--- src/rtl/slw_pkg.sv ---
package slw_pkg;
  typedef enum logic [3:0] {
    ST_IDLE, ST_TBL_REQ, ST_TBL_WAIT, ST_DECIDE,
    ST_LNK_REQ, ST_LNK_WAIT, ST_SZ_REQ, ST_SZ_WAIT,
    ST_EMIT, ST_DONE
  } walk_st_t;

  localparam logic [31:0] LINK_STOP   = 32'd1;
  localparam logic [31:0] LINK_RELOAD = 32'd2;
  localparam int          OFS_NEXT    = 28;
  localparam int          OFS_SIZE    = 24;
endpackage

--- src/rtl/slw_addr_gen.sv ---
module slw_addr_gen #(
  parameter int AW = 24,
  parameter int IW = 16
) (
  input  logic [AW-1:0] tbl_addr,
  input  logic [IW-1:0] tbl_idx,
  input  logic          tbl_wide,
  input  logic [AW-1:0] base,
  input  logic [AW-1:0] link,
  input  logic          link_x32,
  output logic [AW-1:0] tbl_word_addr,
  output logic          tbl_half_hi,
  output logic [AW-1:0] node_addr
);
  logic [AW-1:0] tbl_byte;
  logic [AW-1:0] link_scaled;

  always_comb begin
    if (tbl_wide) tbl_byte = tbl_addr + AW'({tbl_idx, 2'b00});
    else          tbl_byte = tbl_addr + AW'({tbl_idx, 1'b0});
    tbl_word_addr = tbl_byte & ~AW'(3);
    tbl_half_hi   = tbl_byte[1];
    link_scaled   = link_x32 ? {link[AW-6:0], 5'b00000} : link;
    node_addr     = base + link_scaled;
  end
endmodule

--- src/rtl/slw_entry_sel.sv ---
module slw_entry_sel (
  input  logic [31:0] rd_data,
  input  logic        wide,
  input  logic        half_hi,
  output logic [31:0] entry
);
  always_comb begin
    if (wide)         entry = rd_data;
    else if (half_hi) entry = {16'h0000, rd_data[31:16]};
    else              entry = {16'h0000, rd_data[15:0]};
  end
endmodule

--- src/rtl/slw_ctrl.sv ---
module slw_ctrl
  import slw_pkg::*;
#(
  parameter int AW = 24,
  parameter int IW = 16,
  parameter int CW = 16
) (
  input  logic          clk,
  input  logic          rst,
  input  logic          start_wr,
  input  logic          start_wbit0,
  input  logic [CW-1:0] cfg_node_limit,
  input  logic [AW-1:0] tbl_word_addr,
  input  logic          tbl_half_hi,
  input  logic [AW-1:0] node_addr,
  input  logic [31:0]   tbl_entry,
  output logic [IW-1:0] tbl_idx,
  output logic [31:0]   link_q,
  output logic          half_q,
  output logic          mem_rd_req,
  output logic [AW-1:0] mem_rd_addr,
  input  logic          mem_rd_valid,
  input  logic [31:0]   mem_rd_data,
  output logic          desc_valid,
  input  logic          desc_ready,
  output logic [AW-1:0] desc_addr,
  output logic [31:0]   desc_size,
  output logic          busy,
  output logic          done_irq,
  output logic          err_runaway
);
  localparam logic [AW-1:0] NEXT_OFS = AW'(OFS_NEXT);
  localparam logic [AW-1:0] SIZE_OFS = AW'(OFS_SIZE);

  walk_st_t      st;
  logic [AW-1:0] node_q;
  logic [CW-1:0] cnt_q;

  always_comb begin
    mem_rd_req  = (st == ST_TBL_REQ) || (st == ST_LNK_REQ) || (st == ST_SZ_REQ);
    case (st)
      ST_LNK_REQ: mem_rd_addr = node_q + NEXT_OFS;
      ST_SZ_REQ:  mem_rd_addr = node_q + SIZE_OFS;
      default:    mem_rd_addr = tbl_word_addr;
    endcase
  end

  always_ff @(posedge clk) begin
    if (rst) begin
      st          <= ST_IDLE;
      tbl_idx     <= '0;
      link_q      <= '0;
      half_q      <= 1'b0;
      node_q      <= '0;
      cnt_q       <= '0;
      desc_valid  <= 1'b0;
      desc_addr   <= '0;
      desc_size   <= '0;
      busy        <= 1'b0;
      done_irq    <= 1'b0;
      err_runaway <= 1'b0;
    end else begin
      done_irq <= 1'b0;
      case (st)
        ST_IDLE: begin
          if (start_wr && start_wbit0) begin
            tbl_idx     <= '0;
            cnt_q       <= '0;
            err_runaway <= 1'b0;
            busy        <= 1'b1;
            st          <= ST_TBL_REQ;
          end
        end
        ST_TBL_REQ: begin
          half_q  <= tbl_half_hi;
          tbl_idx <= tbl_idx + 1'b1;
          st      <= ST_TBL_WAIT;
        end
        ST_TBL_WAIT: begin
          if (mem_rd_valid) begin
            link_q <= tbl_entry;
            st     <= ST_DECIDE;
          end
        end
        ST_DECIDE: begin
          if (link_q == LINK_STOP) begin
            st <= ST_DONE;
          end else if (link_q == LINK_RELOAD) begin
            st <= ST_TBL_REQ;
          end else if (cnt_q == cfg_node_limit) begin
            err_runaway <= 1'b1;
            st          <= ST_DONE;
          end else begin
            node_q <= node_addr;
            cnt_q  <= cnt_q + 1'b1;
            st     <= ST_LNK_REQ;
          end
        end
        ST_LNK_REQ: st <= ST_LNK_WAIT;
        ST_LNK_WAIT: begin
          if (mem_rd_valid) begin
            link_q <= mem_rd_data;
            st     <= ST_SZ_REQ;
          end
        end
        ST_SZ_REQ: st <= ST_SZ_WAIT;
        ST_SZ_WAIT: begin
          if (mem_rd_valid) begin
            desc_size  <= mem_rd_data;
            desc_addr  <= node_q;
            desc_valid <= 1'b1;
            st         <= ST_EMIT;
          end
        end
        ST_EMIT: begin
          if (desc_ready) begin
            desc_valid <= 1'b0;
            st         <= ST_DECIDE;
          end
        end
        ST_DONE: begin
          busy     <= 1'b0;
          done_irq <= 1'b1;
          st       <= ST_IDLE;
        end
        default: st <= ST_IDLE;
      endcase
    end
  end

  // a stalled descriptor keeps its contents
  p_stall_hold_r8: assert property (@(posedge clk) disable iff (rst)
    desc_valid && !desc_ready |=> desc_valid && $stable(desc_addr) && $stable(desc_size));

  // no descriptor outside a walk
  p_desc_in_walk_r8: assert property (@(posedge clk) disable iff (rst)
    desc_valid |-> busy);

  // interrupt lasts a single cycle
  p_irq_single_r9: assert property (@(posedge clk) disable iff (rst)
    done_irq |=> !done_irq);

  // busy drops together with the interrupt
  p_irq_with_idle_r9: assert property (@(posedge clk) disable iff (rst)
    $fell(busy) |-> done_irq);

  // memory is only read during a walk
  p_req_in_walk_r1: assert property (@(posedge clk) disable iff (rst)
    mem_rd_req |-> busy);
endmodule

--- src/rtl/sort_list_walker.sv ---
module sort_list_walker #(
  parameter int AW = 24,
  parameter int IW = 16,
  parameter int CW = 16
) (
  input  logic          clk,
  input  logic          rst,
  input  logic          start_wr,
  input  logic          start_wbit0,
  input  logic [AW-1:0] cfg_tbl_addr,
  input  logic          cfg_tbl_wide,
  input  logic [AW-1:0] cfg_base,
  input  logic          cfg_link_x32,
  input  logic [CW-1:0] cfg_node_limit,
  output logic          mem_rd_req,
  output logic [AW-1:0] mem_rd_addr,
  input  logic          mem_rd_valid,
  input  logic [31:0]   mem_rd_data,
  output logic          desc_valid,
  input  logic          desc_ready,
  output logic [AW-1:0] desc_addr,
  output logic [31:0]   desc_size,
  output logic          busy,
  output logic          done_irq,
  output logic          err_runaway
);
  logic [IW-1:0] tbl_idx;
  logic [31:0]   link_q;
  logic          half_q;
  logic [AW-1:0] tbl_word_addr;
  logic          tbl_half_hi;
  logic [AW-1:0] node_addr;
  logic [31:0]   tbl_entry;

  slw_addr_gen #(.AW(AW), .IW(IW)) u_addr (
    .tbl_addr      (cfg_tbl_addr),
    .tbl_idx       (tbl_idx),
    .tbl_wide      (cfg_tbl_wide),
    .base          (cfg_base),
    .link          (link_q[AW-1:0]),
    .link_x32      (cfg_link_x32),
    .tbl_word_addr (tbl_word_addr),
    .tbl_half_hi   (tbl_half_hi),
    .node_addr     (node_addr)
  );

  slw_entry_sel u_sel (
    .rd_data (mem_rd_data),
    .wide    (cfg_tbl_wide),
    .half_hi (half_q),
    .entry   (tbl_entry)
  );

  slw_ctrl #(.AW(AW), .IW(IW), .CW(CW)) u_ctrl (
    .clk            (clk),
    .rst            (rst),
    .start_wr       (start_wr),
    .start_wbit0    (start_wbit0),
    .cfg_node_limit (cfg_node_limit),
    .tbl_word_addr  (tbl_word_addr),
    .tbl_half_hi    (tbl_half_hi),
    .node_addr      (node_addr),
    .tbl_entry      (tbl_entry),
    .tbl_idx        (tbl_idx),
    .link_q         (link_q),
    .half_q         (half_q),
    .mem_rd_req     (mem_rd_req),
    .mem_rd_addr    (mem_rd_addr),
    .mem_rd_valid   (mem_rd_valid),
    .mem_rd_data    (mem_rd_data),
    .desc_valid     (desc_valid),
    .desc_ready     (desc_ready),
    .desc_addr      (desc_addr),
    .desc_size      (desc_size),
    .busy           (busy),
    .done_irq       (done_irq),
    .err_runaway    (err_runaway)
  );
endmodule

--- config.mk ---
export PLATFORM = sky130hd
export DESIGN_NAME = sort_list_walker
export DESIGN_NICKNAME = d
export VERILOG_FILES = /design/src/rtl/slw_pkg.sv /design/src/rtl/slw_addr_gen.sv /design/src/rtl/slw_entry_sel.sv /design/src/rtl/slw_ctrl.sv /design/src/rtl/sort_list_walker.sv
export SDC_FILE = /design/constraint.sdc
export NUM_CORES = 1
export LEC_CHECK = 0
export BUFFER_PORTS_ARGS = -buffer_cell sky130_fd_sc_hd__buf_2
export CORE_MARGIN = 1
export CORE_UTILIZATION = 45
export DETAILED_ROUTE_END_ITERATION = 8
export GPL_TIMING_DRIVEN = 1
export HOLD_SLACK_MARGIN = 0.15
export PLACE_DENSITY_LB_ADDON = 0.15
export SYNTH_ARGS = -nofsm -noshare
export SYNTH_HDL_FRONTEND = slang
export SYNTH_SLANG_ARGS = --single-unit
--- constraint.sdc ---
create_clock -name clk -period 9.3 [get_ports clk]
set_input_delay 2.79 -clock clk [delete_from_list [all_inputs] [get_ports clk]]
set_output_delay 2.79 -clock clk [all_outputs]
set_load 0.02 [all_outputs]
# After elaboration in Yosys (flattened, before gate mapping)
# Cells that the tools add are included.
# totals
regBits	153
wordCells	95
in_bits	104
output_inout_bits	85
# op_classes
n_eq_ne	21
mux	34
reduce_logical	18
addsub	7
n_bitwise	3
# ops
cell	n
32-bit 2-to-1 mux	3
16-bit 2-to-1 mux	5
16-bit one-hot mux with 2 select lines	2
32-bit one-hot mux with 2 select lines	1
24-bit by 5-bit adder with 24-bit output, second input constant	2
24-bit 2-to-1 mux	2
24-bit one-hot mux with 2 select lines	1
4-bit one-hot mux with 9 select lines	1
16-bit by 1-bit adder with 16-bit output, second input constant	2
32-bit by 1-bit equality test with 1-bit output, second input constant	1
32-bit by 2-bit equality test with 1-bit output, second input constant	1
4-bit 2-to-1 mux	8
24-bit by 17-bit adder with 24-bit output	1
24-bit by 18-bit adder with 24-bit output	1
24-bit adder	1
16-bit equality test	1
4-bit by 3-bit equality test with 1-bit output, second input constant	4
5-bit AND reduction	3
2-bit inequality test, second input constant	7
2-bit nonzero test	5
4-bit by 2-bit equality test with 1-bit output, second input constant	2
4-bit equality test, second input constant	2
1-bit 2-to-1 mux	8
1-bit one-hot mux with 2 select lines	3
9 further kinds	16

# Logic depth before layout (Yosys ltp)
# Gate-level depths: netlist of the first run.
# depth
depth_word	5
depth_mapped	13

# Modules after synthesis
# From an unflattened synthesis of the first run, not the netlist that was laid out.
# unflattened
cells_unflattened	1364
hier_area_um2	10745.3
# modules_own_cells
module	area_each_um2	cells_per_inst	instances
slw_ctrl	7215.7	890	1
slw_addr_gen	3155.5	438	1
slw_entry_sel	374.1	36	1

# Worst setup path before layout of the first run
# OpenSTA, ideal clock, no wires.
# synth_timing
path_type	input port to output port
from	input port cfg_tbl_addr[2]
to	output port mem_rd_addr[20]
path_slack_ps	1310
n_path_buf	0
arrival_time_ps	5200
cell_stages	10
required_ps	6510
cell_sequence	ha_1 fa_1 a211oi_1 o21ai_1 a211oi_1 o31ai_1 a21oi_1 a311oi_2 a41o_1 a31oi_1
# synth_via
elab_chain_cells	3
# synth_rtl
element	line_no	rtl
from (decl)	sort_list_walker.sv:10	input logic [AW-1:0] cfg_tbl_addr,
24-bit by 17-bit adder with 24-bit output or 24-bit by 18-bit adder with 24-bit output (tied branches)	slw_addr_gen.sv:20, slw_addr_gen.sv:19	
24-bit 2-to-1 mux (*)	slw_addr_gen.sv:19	if (tbl_wide) tbl_byte = tbl_addr + AW'({tbl_idx, 2'b00});
24-bit one-hot mux with 2 select lines (*)	slw_ctrl.sv:41	case (st)
to (decl)	sort_list_walker.sv:16	output logic [AW-1:0] mem_rd_addr,
# Mark *: on every way between the ends. The rest lies on a longest branch, timed or not.

# Worst setup path in the final report of the first run
# layout_timing
from	input port cfg_tbl_addr[2]
to	output port mem_rd_addr[22]
# Same word-level chain as after synthesis.

==> metrics.txt, run 1 <==
status finished clean; M1 wire length 13.8 mm; cell count after synthesis roughly 1300; WL/cell 17.0 um; Startpoint Class primary input; initial antenna violation count 1; # hold bufs at CTS 0; chip height roughly 150 um; Port Buffer Count ~190; grt ovf 0; FMAX between 100 and 150 MHz; Internal 1.32 mW; diodes inserted 0; final core utilization a little over half; total wire length roughly 29 mm; CTS Root Cell clkbuf_16; num ports around 190; DP Cell Count between 1500 and 2000; yosys warns 0; die width around 150 um; initial drt markers just under 500; Tot Pwr ~2.1 mW; clk slew on worst S/H paths around 0.070 ns; Fin Clk Skew 0.0201 ns; antenna-violating nets left 0; combinational share of power 27.4%; normalized max-slew margin between 20% and 30%; vias in the first global route just under 9000; Worst-Margin Slew 1.17 ns; Clock Path Buffers 2; top cells by area, synth dfxtp_1, nand2_1, a21oi_1; crit path time final between 8 and 9 ns; Post-synth top flop dfxtp_1; Layout fillers 2142; Worst Hold Class reg -> reg; DPL Wire Length between 20 and 25 mm; layout cells sized above 1 19.0%; fin nets roughly 1600; #FFs+latches synth around 150; CP required between 6 and 7 ns; post-synthesis sequential area ratio a little over 30%; top-area cell type share of the netlist area 30.9%; Num CTS Buffers 17; TritonRoute pass-1 iters 5; classification of the worst setup path in -> out; # rows between 50 and 60; MaxCap Viol Count 0; largest net degree at the start of global routing between 100 and 150; Final Setup Violations 0; Synth Cell Area just under 10000 um^2; RSZ-0062 raised after global routing false; Setup TNS Final 0 ns; DR vias/cell between 5 and 6; CTS tree built; Sw Ratio 35.7%; synthesized net count 1443; Worst setup EP type output port; Skew-Pair Late Insertion Delay 0.43 ns; Syn-to-layout area delta 17.2%; leading area contributor after synthesis dfxtp_1; Peak VDD IR ~150 uV; Clk pwr share around 36%; Fin. Hold Viols 0; net switching power 0.734 mW; PwrDens around 180 nW/um^2; Initial Utilization between 40% and 50%; global-route wire length before repair ~46 mm; Async SR Flop Fraction 0%; Reg area between 3000 and 4000 um^2; Post-CTS Resized 0; met3 WL post-DR around 1.3 mm; clk sinks 153; routability cong. a little over 0.9; EDFF count, synth 0; setup bufs post-CTS 0; Core ar. about 21000 um^2; Sequential Power Share around 37%; max-slew violation count 0; area of the multi-input gates 6530 um^2; top sig layer met4; hold depth 2; fin area between 10000 and 15000 um^2; H-Tree Depth 4; Met2 Wirelength ~13 mm; Total Routing Usage GR 25.8%; die area around 23000 um^2; Leakage about 4.8 nW; Worst R2R Path Depth 10; Worst Path Max Fanout 5; Tcrit/Tclk final slightly above 90%; Layout Cells excl Fill 1708; Netlist cell types 74; Post-DP Area ~11000 um^2; Syn Area/Cell slightly below 8 um^2; DRC viols 0; vias post-DR 9664; CP arrival around 5.7 ns
## metal layers
layer | up-vias | track usage [%]
met5 | - | 0
met4 | 0 | 6.87
met3 | 29 | 3.00
met2 | 254 | 41.5
met1 | 4534 | 36.2
li1 | 4847 | -
## power groups by stage
| stage | Clock [mW] | Sequential (mW) | Combinational [mW] |
|---|---|---|---|
| after global placement | 0 | 0.767 | 0.553 |
| final | 0.738 | 0.754 | 0.564 |
| after floorplan | 0 | 0.734 | 0.429 |
| after CTS | 0.747 | 0.753 | 0.561 |
| after global routing | 0.778 | 0.760 | 0.624 |
| after detailed placement | 0 | 0.768 | 0.557 |
## area by class of cell
cell class / count / area share, %
tap: 275 / 2.96
sequential: 153 / 26.4
clock inverter: 15 / 1.78
timing repair buffer: 193 / 8.46
inverter: 19 / 0.614
clock buffer: 17 / 3.66
multi-input combinational: 1036 / 56.2
## layout by cell type (no fill, tap or decap), drive strengths merged, types with 25 or more instances in the layout
cell,n
ha,60
buf,193
a21oi,151
mux2i,28
xnor2,52
xor2,38
dfxtp,153
nor2,119
nand3,54
o21ai,39
inv,25
a211oi,31
nand2,211
## synthesized netlist by cell type, types with 5 or more instances
library cell / count
o21a_1: 10
and3_1: 18
o31ai_1: 6
o21ai_0: 34
and2_1: 6
nand3_1: 54
xor2_1: 38
a21oi_1: 151
nor3b_1: 8
mux2i_1: 28
o21bai_1: 5
a21o_1: 18
buf_2: 7
xnor2_1: 52
dfxtp_1: 153
mux2_2: 19
a211oi_1: 30
nand2_1: 210
nor4_1: 12
clkbuf_1: 50
ha_1: 60
inv_1: 19
nor2b_1: 15
a311oi_1: 6
nand2b_1: 7
nor3_1: 18
nor2_1: 118
nand4_1: 14
buf_1: 10
a31oi_1: 17
## cells by family after synthesis
family | synth area share, %
multiplexers | 4.98
adder cells (fa/ha/maj) | 8.18
AO/OA/AOI/OAI | 20.8
AND/OR/NAND/NOR | 23.8
XOR/XNOR | 7.95
flip-flops | 30.9
buffers and inverters | 3.42
## per-stage QoR
| step | hold WS [ns] | setup WS, ns |
|---|---|---|
| 6_report | 0.453 | 0.822 |
| 2_1_floorplan | 0.432 | 1.31 |
| 3_3_place_gp | 0.440 | 0.869 |
| 5_1_grt | 0.465 | 0.648 |
| 4_1_cts | 0.453 | 0.836 |
| 3_5_place_dp | 0.443 | 0.860 |
## path summary, 6_finish.rpt
kind         slack, ns            startpoint                    to
max               0.82       cfg_tbl_addr[2]       mem_rd_addr[22]
min               0.45  u_ctrl.desc_addr[18]  u_ctrl.desc_addr[18]
max reg2reg       6.20      u_ctrl.link_q[1]     u_ctrl.node_q[21]
min reg2reg       0.45  u_ctrl.desc_addr[18]  u_ctrl.desc_addr[18]
## worst max-delay path, cell delays in order
cell and delay, ns:
buf_2 0.12, ha_1 0.23, fa_1 0.44, a211oi_1 0.33, o21ai_1 0.17, a211oi_1 0.38
o31ai_1 0.17, a21oi_1 0.19, a311oi_2 0.10, and2_4 0.25, o311a_1 0.33, buf_2 0.17
## flip-flops by register name, summed over array words and instances (netlist names)
register	cells
u_ctrl.link_q	32
u_ctrl.desc_addr	24
u_ctrl.half_q	1
u_ctrl.desc_valid	1
u_ctrl.desc_size	32
u_ctrl.busy	1
u_ctrl.st	4
u_ctrl.err_runaway	1
u_ctrl.cnt_q	16
u_ctrl.node_q	24
u_ctrl.done_irq	1
u_ctrl.tbl_idx	16
No activity file was read; power rests on OpenSTA's default activity.
==> run 2: changes to the inputs <==
==> constraint.sdc (replaced) <==
create_clock -name clk -period 9.75 [get_ports clk]
set_input_delay 0.975 -clock clk [delete_from_list [all_inputs] [get_ports clk]]
set_output_delay 0.975 -clock clk [all_outputs]
set_load 0.02 [all_outputs]
==> metrics.txt, run 2 (synthesis gave the netlist of run 1 again) <==
Final Setup Violations 0; Num CTS Buffers 17; Cell Chain, Critical Path buf_2 -> ha_1 -> fa_1 -> a211oi_1 -> o21ai_1 -> a211oi_1 -> o31ai_1 -> a21oi_1 -> a311oi_2 -> and2_4 -> o311a_1 -> buf_2; Initial Utilization between 40% and 50%; initial drt markers between 600 and 700; clk slew on worst S/H paths 0.06 ns; Total Routing Usage GR between 20 and 30%; Reg area 3060 um^2; vias in the first global route roughly 8700; num ports approximately 190; clk sinks 153; status finished clean; chip height ~150 um; dpl ws 4.91 ns; Worst-Margin Slew between 1 and 1.5 ns; # rows 53; normalized max-slew margin between 20% and 30%; area of the multi-input gates ~6500 um^2; Setup TNS Final 0 ns; Worst Hold Class reg -> reg; antenna-violating nets left 0; Syn-to-layout area delta 17.2%; Worst Path Buf+Inv 2; classification of the worst setup path in -> out; biggest regs u_ctrl.desc_size x32, u_ctrl.link_q x32; DRC viols 0; Final WS setup between 4 and 5 ns; worst hold slack approximately 0.45 ns; Startpoint Class primary input; Leakage approximately 4.8 nW; diodes inserted 0; TritonRoute pass-1 iters 5; MaxCap Viol Count 0; crit path time final 4.86 ns; fin nets roughly 1600; Layout fillers 2099; global-route wire length before repair approximately 46 mm; Hold Path Origin u_ctrl.desc_size[30]; max-slew violation count 0; DR vias/cell 5.66; vias post-DR approximately 9700; Worst setup EP type output port; die width 150 um; CP arrival just under 4 ns; commonest non-fill, non-tap cells in the layout nand2_1, buf_2, dfxtp_1; largest net degree at the start of global routing 101; M1 wire length 13.6 mm; # hold bufs at CTS 0; R2R Setup Slk between 6 and 7 ns; H-Tree Depth 4; CP max-delay cell a211oi_1; Sw Ratio 35.1%; slowest stage delay, CP around 0.46 ns; net switching power between 0.6 and 0.7 mW; CTS Root Cell clkbuf_16; Tcrit/Tclk final between 40% and 50%; Peak VDD IR approximately 110 uV; Met2 Wirelength 13.6 mm; Sequential Power Share a little over a third; Port Buffer Count approximately 190; total wire length 29.3 mm; grt ovf 0; Hold Path Sink u_ctrl.desc_size[30]; CTS tree built; routability cong. 0.906; RSZ-0062 raised after global routing false; Post-CTS Resized 0; Core ar. approximately 21000 um^2; combinational share of power between 20% and 30%; FMAX ~200 MHz; CP required approximately 9 ns; initial antenna violation count 0; Tot Pwr a little under 2 mW; Worst Path Max Fanout 5; hold depth 2; DPL Wire Length around 22 mm; commonest non-fill, non-tap cell in the layout nand2_1; Clock Path Buffers 2; final core utilization a little over half; Fin. Hold Viols 0; top sig layer met4; die area between 20000 and 25000 um^2; worst r2r dst u_ctrl.node_q[21]; Clk pwr share a little over a third; Fin Clk Skew 0.0119 ns; RR Startpoint u_ctrl.link_q[1]; met3 WL post-DR 1.54 mm; Largest delay share family, worst path compound AO/OA/AOI/OAI gates; Internal 1.28 mW; Skew-Pair Late Insertion Delay 0.43 ns; WL/cell between 15 and 20 um; PwrDens between 150 and 200 nW/um^2; setup bufs post-CTS 0; Worst R2R Path Depth 10; layout cells sized above 1 19.0%
## run 2: cell types whose count changed in the layout (fill, tap and decap cells not counted)
cell / delta
inv_6: +1
clkinv_4: -1
bufinv_16: +1
clkinv_8: -2
clkinv_2: +1
## run 2: per-layer routing
layer  track usage (%)  vias to the layer above
met4              7.73                        0
met3              3.79                       35
li1                  -                     4846
met2              41.0                      269
met1              36.0                     4510
met5                 0                        -
## run 2: cell type report
cell class	count	area share, %
Inverter	19	0.613
Tap cell	275	2.96
Multi-Input combinational cell	1036	56.2
Timing Repair Buffer	193	8.46
Sequential cell	153	26.3
Clock buffer	17	3.66
Clock inverter	15	1.80
## run 2: through the flow
stage / cells / area [um^2]
3_5_place_dp: 1676 / 11000
6_report: 1708 / 11600
5_1_grt: 1708 / 11600
4_1_cts: 1708 / 11600
2_1_floorplan: 1276 / 9920
3_3_place_gp: 1676 / 11000
## run 2: worst max-delay path by stage
stage               startpoint               to  depth (start not counted)
2_1_floorplan  cfg_tbl_addr[2]  mem_rd_addr[20]                         10
3_3_place_gp   cfg_tbl_addr[2]  mem_rd_addr[22]                         12
3_5_place_dp   cfg_tbl_addr[2]  mem_rd_addr[22]                         12
4_1_cts        cfg_tbl_addr[2]  mem_rd_addr[22]                         12
5_1_grt        cfg_tbl_addr[2]  mem_rd_addr[20]                         12
6_report       cfg_tbl_addr[2]  mem_rd_addr[22]                         12
## run 2: power by group through the flow
stage / sequential, mW / combinational [mW] / clock (mW)
global placement: 0.732 / 0.529 / 0
floorplan: 0.700 / 0.409 / 0
finish: 0.719 / 0.538 / 0.719
detailed placement: 0.732 / 0.532 / 0
global route: 0.724 / 0.596 / 0.759
CTS: 0.718 / 0.535 / 0.730
## run 2: tightest hold or removal path, cell delays in order (launching register included)
cell and delay [ns]:
dfxtp_1 0.31, nand2_1 0.05, a21oi_1 0.05
==> run 3: changes to the inputs <==
==> constraint.sdc (replaced) <==
create_clock -name clk -period 4.1 [get_ports clk]
set_input_delay 0.41 -clock clk [delete_from_list [all_inputs] [get_ports clk]]
set_output_delay 0.41 -clock clk [all_outputs]
set_load 0.02 [all_outputs]
==> metrics.txt, run 3 (synthesis gave the netlist of run 1 again) <==
status finished clean; Core ar. roughly 21000 um^2; classification of the worst setup path reg -> out; diodes inserted 0; commonest non-fill, non-tap cell in the layout nand2_1; Skew-Pair Late Insertion Delay 0.43 ns; DRC viols 0; DPL Wire Length between 20 and 25 mm; Syn-to-layout area delta 17.1%; CP arrival ~3.5 ns; clk slew on worst S/H paths about 0.07 ns; final core utilization between 50 and 60%; crit path time final about 3.9 ns; setup bufs post-CTS 0; layout cells sized above 1 a little under a fifth; # rows 53; WL/cell 16.8 um; clk sinks ~150; total wire length 28.8 mm; R2R Setup Slk slightly below 1 ns; Initial Utilization a little under half; RR Startpoint u_ctrl.link_q[0]; biggest regs u_ctrl.desc_size x32, u_ctrl.link_q x32; Final WS setup approximately 0.19 ns; Fin Clk Skew roughly 0.017 ns; Port Buffer Count approximately 190; TritonRoute pass-1 iters 5; fin nets 1588; Num CTS Buffers 17; PwrDens 393 nW/um^2; RSZ-0062 raised after global routing false; Tcrit/Tclk final between 90% and 100%; Clock Path Buffers 2; Post-CTS Resized 0; die width 150 um; Total Routing Usage GR between 20% and 30%; Startpoint Class flip-flop; initial antenna violation count 0; CTS Root Cell clkbuf_16; Worst Hold Class in -> reg; global-route wire length before repair 45.1 mm; largest net degree at the start of global routing 85; Setup TNS Final 0 ns; antenna-violating nets left 0; grt ovf 0; Hold Path Origin desc_ready; H-Tree Depth 4; DR vias/cell about 5.6; chip height approximately 150 um; Worst-Margin Slew 1.18 ns; Post-DP Area around 11000 um^2; dpl ws 0.449 ns; die area approximately 23000 um^2; vias post-DR 9543; max-slew violation count 0; normalized max-slew margin a little over a fifth; # hold bufs at CTS 0; FMAX 256 MHz; commonest non-fill, non-tap cells in the layout nand2_1, buf_2, dfxtp_1; Fin. Hold Viols 0; Tot Pwr 4.56 mW; Worst Path Max Fanout 7; fin area around 12000 um^2; CTS tree built; Final Setup Violations 0; Worst setup EP type output port; routability cong. about 0.93; MaxCap Viol Count 0; Leakage between 4 and 5 nW; num ports ~190; vias in the first global route about 8500; Worst setup startpoint u_ctrl.tbl_idx[7]; Peak VDD IR around 290 uV; CP required ~3.7 ns; initial drt markers around 580
-- run 3: cell count changes in the layout (fill, tap and decap cells not counted), sizes merged --
cell and change:
buf +1, bufinv -3, clkinv +5, inv -2
-- run 3: cell type report --
type | instances | area, um^2
sequential | 153 | 3060
multi-input combinational | 1036 | 6540
clock inverter | 15 | 179
tap | 275 | 344
fill | 2109 | 9680
timing repair buffer | 194 | 991
inverter | 19 | 71.3
clock buffer | 17 | 425
-- run 3: power by group --
part	internal [mW]	leakage [nW]	switching (mW)
Clock	0.820	0.285	0.747
Combinational	0.492	3.27	0.794
Sequential	1.57	1.23	0.140
Total	2.88	4.79	1.68
-- run 3: metal layers --
layer | track usage [%] | share of wire, %
met5 | 0 | 0
met2 | 40.8 | 46
met1 | 36.0 | 48
met3 | 3.76 | 4.5
met4 | 6.62 | 1.5
-- run 3: per-stage QoR --
step	cells	hold WS, ns
after floorplan	1276	0.432
after global placement	1677	0.440
after detailed placement	1677	0.443
after CTS	1709	0.176
after global routing	1709	0.179
final	1709	0.194
-- run 3: path summary, 6_finish.rpt --
path	endpoint	cells after the start
setup / recovery	mem_rd_addr[17]	10
setup reg to reg	u_ctrl.node_q[20]	12
hold / removal	u_ctrl.desc_valid	2
hold reg to reg	u_ctrl.desc_size[26]	2
-- run 3: critical path: stages, from the launching register on --
cell and delay, ns:
dfxtp_1 0.49, ha_1 0.35, and3_1 0.22, a211oi_2 0.28, nand4_1 0.21, a41o_1 0.33
a21boi_0 0.26, xnor2_1 0.17, mux2i_1 0.11, o21ai_0 0.41, buf_2 0.25
